<file path="src/rtl/capture_channel_pkg.sv">
package capture_channel_pkg;

    typedef enum logic [1:0] {
        EDGE_NONE = 2'b00,
        EDGE_RISE = 2'b01,
        EDGE_FALL = 2'b10,
        EDGE_BOTH = 2'b11
    } edge_mode_e;

    typedef enum logic [1:0] {
        SRC_PIN_A = 2'b00,
        SRC_PIN_B = 2'b01,
        SRC_LOW   = 2'b10,
        SRC_HIGH  = 2'b11
    } src_sel_e;

    typedef enum logic {
        CH_IDLE = 1'b0,
        CH_PEND = 1'b1
    } chan_state_e;

endpackage

</file>
<file path="src/rtl/cap_src_sel.sv">
module cap_src_sel
    import capture_channel_pkg::*;
#(
    parameter int SYNC_STAGES = 2
) (
    input  logic       clk,
    input  logic       rst_n,
    input  logic       in_a_i,
    input  logic       in_b_i,
    input  logic [1:0] src_sel_i,
    input  logic       sync_en_i,
    input  logic       equ_i,
    output logic       level_o,
    output logic       eff_o,
    output logic       latched_o
);
    localparam int LAST = SYNC_STAGES - 1;

    src_sel_e                 sel;
    logic                     raw;
    logic [SYNC_STAGES-1:0]   sync_q;
    logic                     latched_q;

    assign sel = src_sel_e'(src_sel_i);

    // source multiplexer
    always_comb begin
        unique case (sel)
            SRC_PIN_A: raw = in_a_i;
            SRC_PIN_B: raw = in_b_i;
            SRC_LOW:   raw = 1'b0;
            SRC_HIGH:  raw = 1'b1;
            default:   raw = 1'b0;
        endcase
    end

    // resynchroniser chain
    generate
        for (genvar g = 0; g < SYNC_STAGES; g++) begin : g_sync
            always_ff @(posedge clk or negedge rst_n) begin
                if (!rst_n) begin
                    sync_q[g] <= 1'b0;
                end else if (g == 0) begin
                    sync_q[g] <= raw;
                end else begin
                    sync_q[g] <= sync_q[(g == 0) ? 0 : g-1];
                end
            end
        end
    endgenerate

    // level snapshot on compare-equal
    always_ff @(posedge clk or negedge rst_n) begin
        if (!rst_n) begin
            latched_q <= 1'b0;
        end else if (equ_i) begin
            latched_q <= raw;
        end
    end

    assign level_o   = raw;
    assign eff_o     = sync_en_i ? sync_q[LAST] : raw;
    assign latched_o = latched_q;

    AST_LATCH_HOLD: assert property (@(posedge clk) disable iff (!rst_n)
        !equ_i |=> $stable(latched_o));

    AST_LATCH_TAKE: assert property (@(posedge clk) disable iff (!rst_n)
        equ_i |=> (latched_o == $past(level_o)));

endmodule

</file>
<file path="src/rtl/cap_edge_det.sv">
module cap_edge_det
    import capture_channel_pkg::*;
(
    input  logic       clk,
    input  logic       rst_n,
    input  logic       sig_i,
    input  logic [1:0] edge_mode_i,
    input  logic       arm_i,
    output logic       hit_o
);
    edge_mode_e mode;
    logic       prev_q;
    logic       rise;
    logic       fall;
    logic       match;

    assign mode = edge_mode_e'(edge_mode_i);

    // previous level always tracks, so arming never fakes an edge
    always_ff @(posedge clk or negedge rst_n) begin
        if (!rst_n) begin
            prev_q <= 1'b0;
        end else begin
            prev_q <= sig_i;
        end
    end

    assign rise = sig_i & ~prev_q;
    assign fall = ~sig_i & prev_q;

    always_comb begin
        unique case (mode)
            EDGE_NONE: match = 1'b0;
            EDGE_RISE: match = rise;
            EDGE_FALL: match = fall;
            EDGE_BOTH: match = rise | fall;
            default:   match = 1'b0;
        endcase
    end

    assign hit_o = arm_i & match;

    AST_HIT_NEEDS_CHANGE: assert property (@(posedge clk) disable iff (!rst_n)
        hit_o |-> (sig_i != prev_q));

endmodule

</file>
<file path="src/rtl/cap_store.sv">
module cap_store
    import capture_channel_pkg::*;
#(
    parameter int CNT_W = 16
) (
    input  logic             clk,
    input  logic             rst_n,
    input  logic             hit_i,
    input  logic [CNT_W-1:0] count_i,
    input  logic             flag_clr_i,
    input  logic             ovf_clr_i,
    output logic [CNT_W-1:0] cap_val_o,
    output logic             flag_o,
    output logic             ovf_o
);
    chan_state_e      state_q;
    chan_state_e      state_d;
    logic [CNT_W-1:0] cap_q;
    logic             ovf_q;
    logic             ovf_d;
    logic             load;

    // state register
    always_ff @(posedge clk or negedge rst_n) begin
        if (!rst_n) begin
            state_q <= CH_IDLE;
            cap_q   <= '0;
            ovf_q   <= 1'b0;
        end else begin
            state_q <= state_d;
            ovf_q   <= ovf_d;
            if (load) begin
                cap_q <= count_i;
            end
        end
    end

    // transitions and outputs
    always_comb begin
        state_d = state_q;
        ovf_d   = ovf_clr_i ? 1'b0 : ovf_q;
        load    = hit_i;
        unique case (state_q)
            CH_IDLE: begin
                if (hit_i) begin
                    state_d = CH_PEND;          // CAPTURE
                end
            end
            CH_PEND: begin
                if (hit_i) begin
                    state_d = CH_PEND;          // RECAPTURE
                    if (!flag_clr_i) begin
                        ovf_d = 1'b1;
                    end
                end else if (flag_clr_i) begin
                    state_d = CH_IDLE;          // SERVICE
                end
            end
            default: state_d = CH_IDLE;
        endcase
    end

    assign cap_val_o = cap_q;
    assign flag_o    = (state_q == CH_PEND);
    assign ovf_o     = ovf_q;

    AST_CAPTURE_SETS_FLAG: assert property (@(posedge clk) disable iff (!rst_n)
        hit_i |=> flag_o);

    AST_CAP_HOLD: assert property (@(posedge clk) disable iff (!rst_n)
        !hit_i |=> $stable(cap_val_o));

    AST_OVF_NEEDS_PENDING: assert property (@(posedge clk) disable iff (!rst_n)
        $rose(ovf_o) |-> $past(flag_o));

    AST_OVF_STICKY: assert property (@(posedge clk) disable iff (!rst_n)
        (ovf_o && !ovf_clr_i) |=> ovf_o);

endmodule

</file>
<file path="src/rtl/capture_channel.sv">
module capture_channel
    import capture_channel_pkg::*;
#(
    parameter int CNT_W       = 16,
    parameter int SYNC_STAGES = 2
) (
    input  logic             clk,
    input  logic             rst_n,
    input  logic [CNT_W-1:0] count_i,
    input  logic             in_a_i,
    input  logic             in_b_i,
    input  logic [1:0]       src_sel_i,
    input  logic             sync_en_i,
    input  logic [1:0]       edge_mode_i,
    input  logic             capture_en_i,
    input  logic             equ_i,
    input  logic             flag_clr_i,
    input  logic             ovf_clr_i,
    output logic [CNT_W-1:0] cap_val_o,
    output logic             flag_o,
    output logic             ovf_o,
    output logic             level_o,
    output logic             latched_o
);
    logic eff;
    logic hit;

    cap_src_sel #(.SYNC_STAGES(SYNC_STAGES)) u_src (
        .clk       (clk),
        .rst_n     (rst_n),
        .in_a_i    (in_a_i),
        .in_b_i    (in_b_i),
        .src_sel_i (src_sel_i),
        .sync_en_i (sync_en_i),
        .equ_i     (equ_i),
        .level_o   (level_o),
        .eff_o     (eff),
        .latched_o (latched_o)
    );

    cap_edge_det u_edge (
        .clk         (clk),
        .rst_n       (rst_n),
        .sig_i       (eff),
        .edge_mode_i (edge_mode_i),
        .arm_i       (capture_en_i),
        .hit_o       (hit)
    );

    cap_store #(.CNT_W(CNT_W)) u_store (
        .clk        (clk),
        .rst_n      (rst_n),
        .hit_i      (hit),
        .count_i    (count_i),
        .flag_clr_i (flag_clr_i),
        .ovf_clr_i  (ovf_clr_i),
        .cap_val_o  (cap_val_o),
        .flag_o     (flag_o),
        .ovf_o      (ovf_o)
    );

    AST_COMPARE_NO_CAPTURE: assert property (@(posedge clk) disable iff (!rst_n)
        !capture_en_i |=> $stable(cap_val_o));

    AST_MODE_OFF_NO_FLAG: assert property (@(posedge clk) disable iff (!rst_n)
        (edge_mode_i == 2'b00) |=> !$rose(flag_o));

endmodule

</file>
<file path="config.mk">
export PLATFORM = sky130hd
export DESIGN_NAME = capture_channel
export DESIGN_NICKNAME = d
export VERILOG_FILES = /design/src/rtl/capture_channel_pkg.sv /design/src/rtl/cap_src_sel.sv /design/src/rtl/cap_edge_det.sv /design/src/rtl/cap_store.sv /design/src/rtl/capture_channel.sv
export SDC_FILE = /design/constraint.sdc
export NUM_CORES = 1
export LEC_CHECK = 0
export ABC_AREA = 1
export BUFFER_PORTS_ARGS = -buffer_cell sky130_fd_sc_hd__clkbuf_2
export CAP_MARGIN = 20
export CELL_PAD_IN_SITES_DETAIL_PLACEMENT = 0
export CELL_PAD_IN_SITES_GLOBAL_PLACEMENT = 1
export CORE_MARGIN = 2
export CORE_UTILIZATION = 33
export CTS_CLUSTER_SIZE = 8
export DETAILED_ROUTE_END_ITERATION = 6
export GPL_TIMING_DRIVEN = 0
export HOLD_SLACK_MARGIN = 0.05
export PLACE_DENSITY = 0.92
export SLEW_MARGIN = 10
export SYNTH_ARGS = -nofsm -noshare
export SYNTH_HDL_FRONTEND = slang
export SYNTH_SLANG_ARGS = --single-unit
export TNS_END_PERCENT = 1
</file>
<file path="constraint.sdc">
create_clock -name clk -period 2.5 [get_ports clk]
set_input_delay 0.5 -clock clk [delete_from_list [all_inputs] [get_ports clk]]
set_output_delay 0.5 -clock clk [all_outputs]
set_load 0.05 [all_outputs]
</file>
==> summary.txt <==
Power
  • PwrDens: 844 nW/um^2
  • Psw: between 400 and 500 uW
  • Logic pwr share: 0.394
  • Clock Power Share: 0.180
  • Peak supply drop: 0.000393 V
  • Post-layout total power: between 1 and 1.5 mW
  • Switch share: 0.433
  • Part of the power in registers: 0.426
  • Leakage: ~0.76 nW
  • Int Power: between 600 and 700 uW

Clocking
  • Clk sinks: 22
  • Worst skew pair latency: 0.30 ns
  • Clock-pin slew on the worst setup and hold paths: 0.12 ns
  • Post-CTS Setup Inserts: 0
  • TritonCTS clock tree: done
  • CTS resizes: 0
  • Clk buf depth: 2
  • H-tree levels: 1
  • # hold bufs at CTS: 0
  • CTS buffer count: 3
  • CTS Root Cell: clkbuf_4

Drt
  • Antenna viol nets, final: 0
  • Drt drc: 0
  • TritonRoute pass-1 iters: 4
  • Via density: around 4.6
  • Initial drt markers: 37
  • Routed WL per cell: around 11 um
  • Total Wirelength: roughly 2.1 mm
  • DR vias: 854

Layout
  • Area of the multi-input gates: between 300 and 400 sq um
  • Nets: roughly 190
  • Layout cell share with drive strength beyond 1: 0.378
  • Layout area overhead: 33.4%
  • Ant diodes: 0
  • Fillers: 284
  • Register area: approximately 550 sq um
  • Post-Layout Cell Count: 187

Die
  • Die area: ~3300 sq um
  • Die width: around 58 um
  • Core Footprint: 2730 sq um
  • Initial core utilization: 0.346
  • Ports: between 40 and 50
  • Die Ht: 57.5 um
  • Row count: 19

STA
  • Final setup TNS: 0 ns
  • Final Hold Viols: 0
  • Clock Skew: around 0.0043 ns
  • Endpoints failing setup: 0
  • Tcrit/Tclk final: 0.742
  • Slew @ Worst Pin: about 0.54 ns
  • Final worst setup slack: around 0.65 ns
  • Post-layout min period: about 1.9 ns
  • Slew Viols, Final: 0
  • Slew headroom: 0.642
  • Unrepaired setup endpoints after global routing: no
  • Max Clock Freq: between 0.5 and 0.6 GHz

GRT
  • Largest net degree at the start of global routing: 23
  • Initial antenna violation count: 0
  • Met3 Usage GRT: 0.0204
  • Tot GR Track Use: 0.139
  • Vias in the first global route: between 800 and 900
  • First-pass GRT wire length: around 3.6 mm
  • GR Util met1: 0.172
  • Gr ovfl total: 0
  • Grt peak-use layer: met2
  • GR met2 Demand/Resource: 0.239

Logic synthesis
  • Syn_area_per_cell: between 9 and 10 sq um
  • Cell variety after synth: 14
  • Net Count, Synth: ~140
  • Post-synthesis mux area share: 0
  • Synth Area in Compound Gates: 0.0358
  • Simple-gate portion of the synthesized area: 0.294
  • XOR/XNOR share of the synthesized area: 0
  • Synthesis warning total: 0
  • Main combinational cell family by area after synthesis: simple AND/OR/NAND/NOR gates
  • Adder-Cell Fraction of Synth Area: 0.0265
  • Synthesized area: between 900 and 1000 sq um
  • Sequential area share after synthesis: 0.583
  • Yosys reg bits: 22
  • Post-Synthesis Cells: 104

Critical path
  • CP Launch Type: primary input
  • CP cell instances: clkbuf_2 > nor2_1 > nand2_1 > nand2_1 > nand2_1 > nand2_1 > inv_1 > ha_1 > inv_1 > nand2_1 > nand3_2 > buf_2 > nand3_1 > nand2_1
  • CP arrival: about 2.1 ns
  • Critical Path RT: around 2.7 ns
  • Largest fanout on the critical path: 10
  • Delay of the slowest critical-path stage: 0.27 ns
  • Critical path type: primary input to register
  • Worst path slowest cell: ha_1
  • Crit. End Element: register
  • Critical path buffer and inverter count: 4
  • Worst path most repeated cell: nand2_1
  • Crit-path leading delay family: simple AND/OR/NAND/NOR gates

Place
  • Post-place setup slack: 0.301 ns
  • Placed cell count: roughly 180
  • PortBufs: 48
  • Hpwl dp: ~1.6 mm
  • Final RePlAce weighted congestion: about 0.64

Flow run
  • Max-Cap Viols: 0

Worst hold path
  • Worst hold path type: primary input to async pin

Outcome
  • Status: finished, final reports clean
==> synth_stat cells, drive strengths merged <==
library cell / n / share of area
nor2: 2 / 0.0079
dfrtp: 22 / 0.58
inv: 9 / 0.036
nand2: 44 / 0.19
a21boi: 1 / 0.020
o21ai: 3 / 0.016
nand3: 18 / 0.10
buf: 3 / 0.025
ha: 2 / 0.026
==> power by group through the flow <==
stage / registers [mW] / logic [mW] / clock network (mW)
2_1_floorplan: 0.672 / 0.0917 / 0
3_3_place_gp: 0.457 / 0.415 / 0
3_5_place_dp: 0.461 / 0.424 / 0
4_1_cts: 0.454 / 0.424 / 0.202
5_1_grt: 0.462 / 0.449 / 0.214
6_report: 0.453 / 0.419 / 0.191
==> through the flow <==
stage | cell area [sq um] | util | hold slack, ns
2_1_floorplan | 945 | - | 0.204
3_3_place_gp | 1220 | 0.448 | 0.334
3_5_place_dp | 1220 | 0.448 | 0.342
4_1_cts | 1260 | 0.461 | 0.165
5_1_grt | 1260 | 0.461 | 0.176
6_report | 1260 | 0.461 | 0.154
==> area by class of cell <==
cell class	instances	share of cell area
inverter	9	0.0268
sequential	22	0.437
clock buffer	4	0.0288
multi-input combinational	70	0.267
timing repair buffer	48	0.191
tap	31	0.0308
buffer	3	0.0189
==> kinds of logic after synthesis <==
| kind of cell | count (synthesis) |
|---|---|
| AO/OA/AOI/OAI | 4 |
| adder cells (fa/ha/maj) | 2 |
| buffers and inverters | 12 |
| flip-flops | 22 |
| AND/OR/NAND/NOR | 64 |
==> sequential cells by signal, summed over array words and instances (netlist names) <==
signal,cells
u_store.cap_val_o,16
u_src.sync_q,2
u_edge.prev_q,1
u_src.latched_o,1
u_store.flag_o,1
u_store.ovf_o,1
==> final timing paths <==
check                           cells after the start              endpoint            start  slack (ns)
worst max-delay path                               14  u_store.cap_val_o[6]     src_sel_i[1]        0.65
worst min-delay path                                1        u_store.flag_o            rst_n        0.15
worst max register to register                     10  u_store.cap_val_o[6]  u_src.sync_q[1]        0.88
worst min register to register                      0       u_src.sync_q[1]  u_src.sync_q[0]        0.37
max in group asynchronous                           1       u_src.sync_q[0]            rst_n        1.99
min in group clk                                    0       u_src.sync_q[1]  u_src.sync_q[0]        0.37
==> layout by cell type (no fill, tap or decap) <==
master    netlist  layout
ha_1            2       2
nand2_4         1       1
nand2_2         1       1
clkbuf_4        0       3
buf_2           1       1
inv_1           9       9
clkbuf_2        0      48
nand3_2         1       1
a21boi_4        1       1
nand3_1        17      17
o21ai_0         3       3
buf_6           1       1
nand2_1        42      42
nor2_1          2       2
buf_4           1       1
clkbuf_8        0       1
dfrtp_1        22      22
==> layer usage <==
metal / vias to the layer above / share of wire / routed length [um]
met3: 2 / 0.078 / 163
met2: 39 / 0.53 / 1110
met1: 383 / 0.38 / 800
li1: 430 / - / -
met5: - / 0 / 0
met4: 0 / 0.010 / 21
Note: power is estimated with default switching activity, not from simulation.
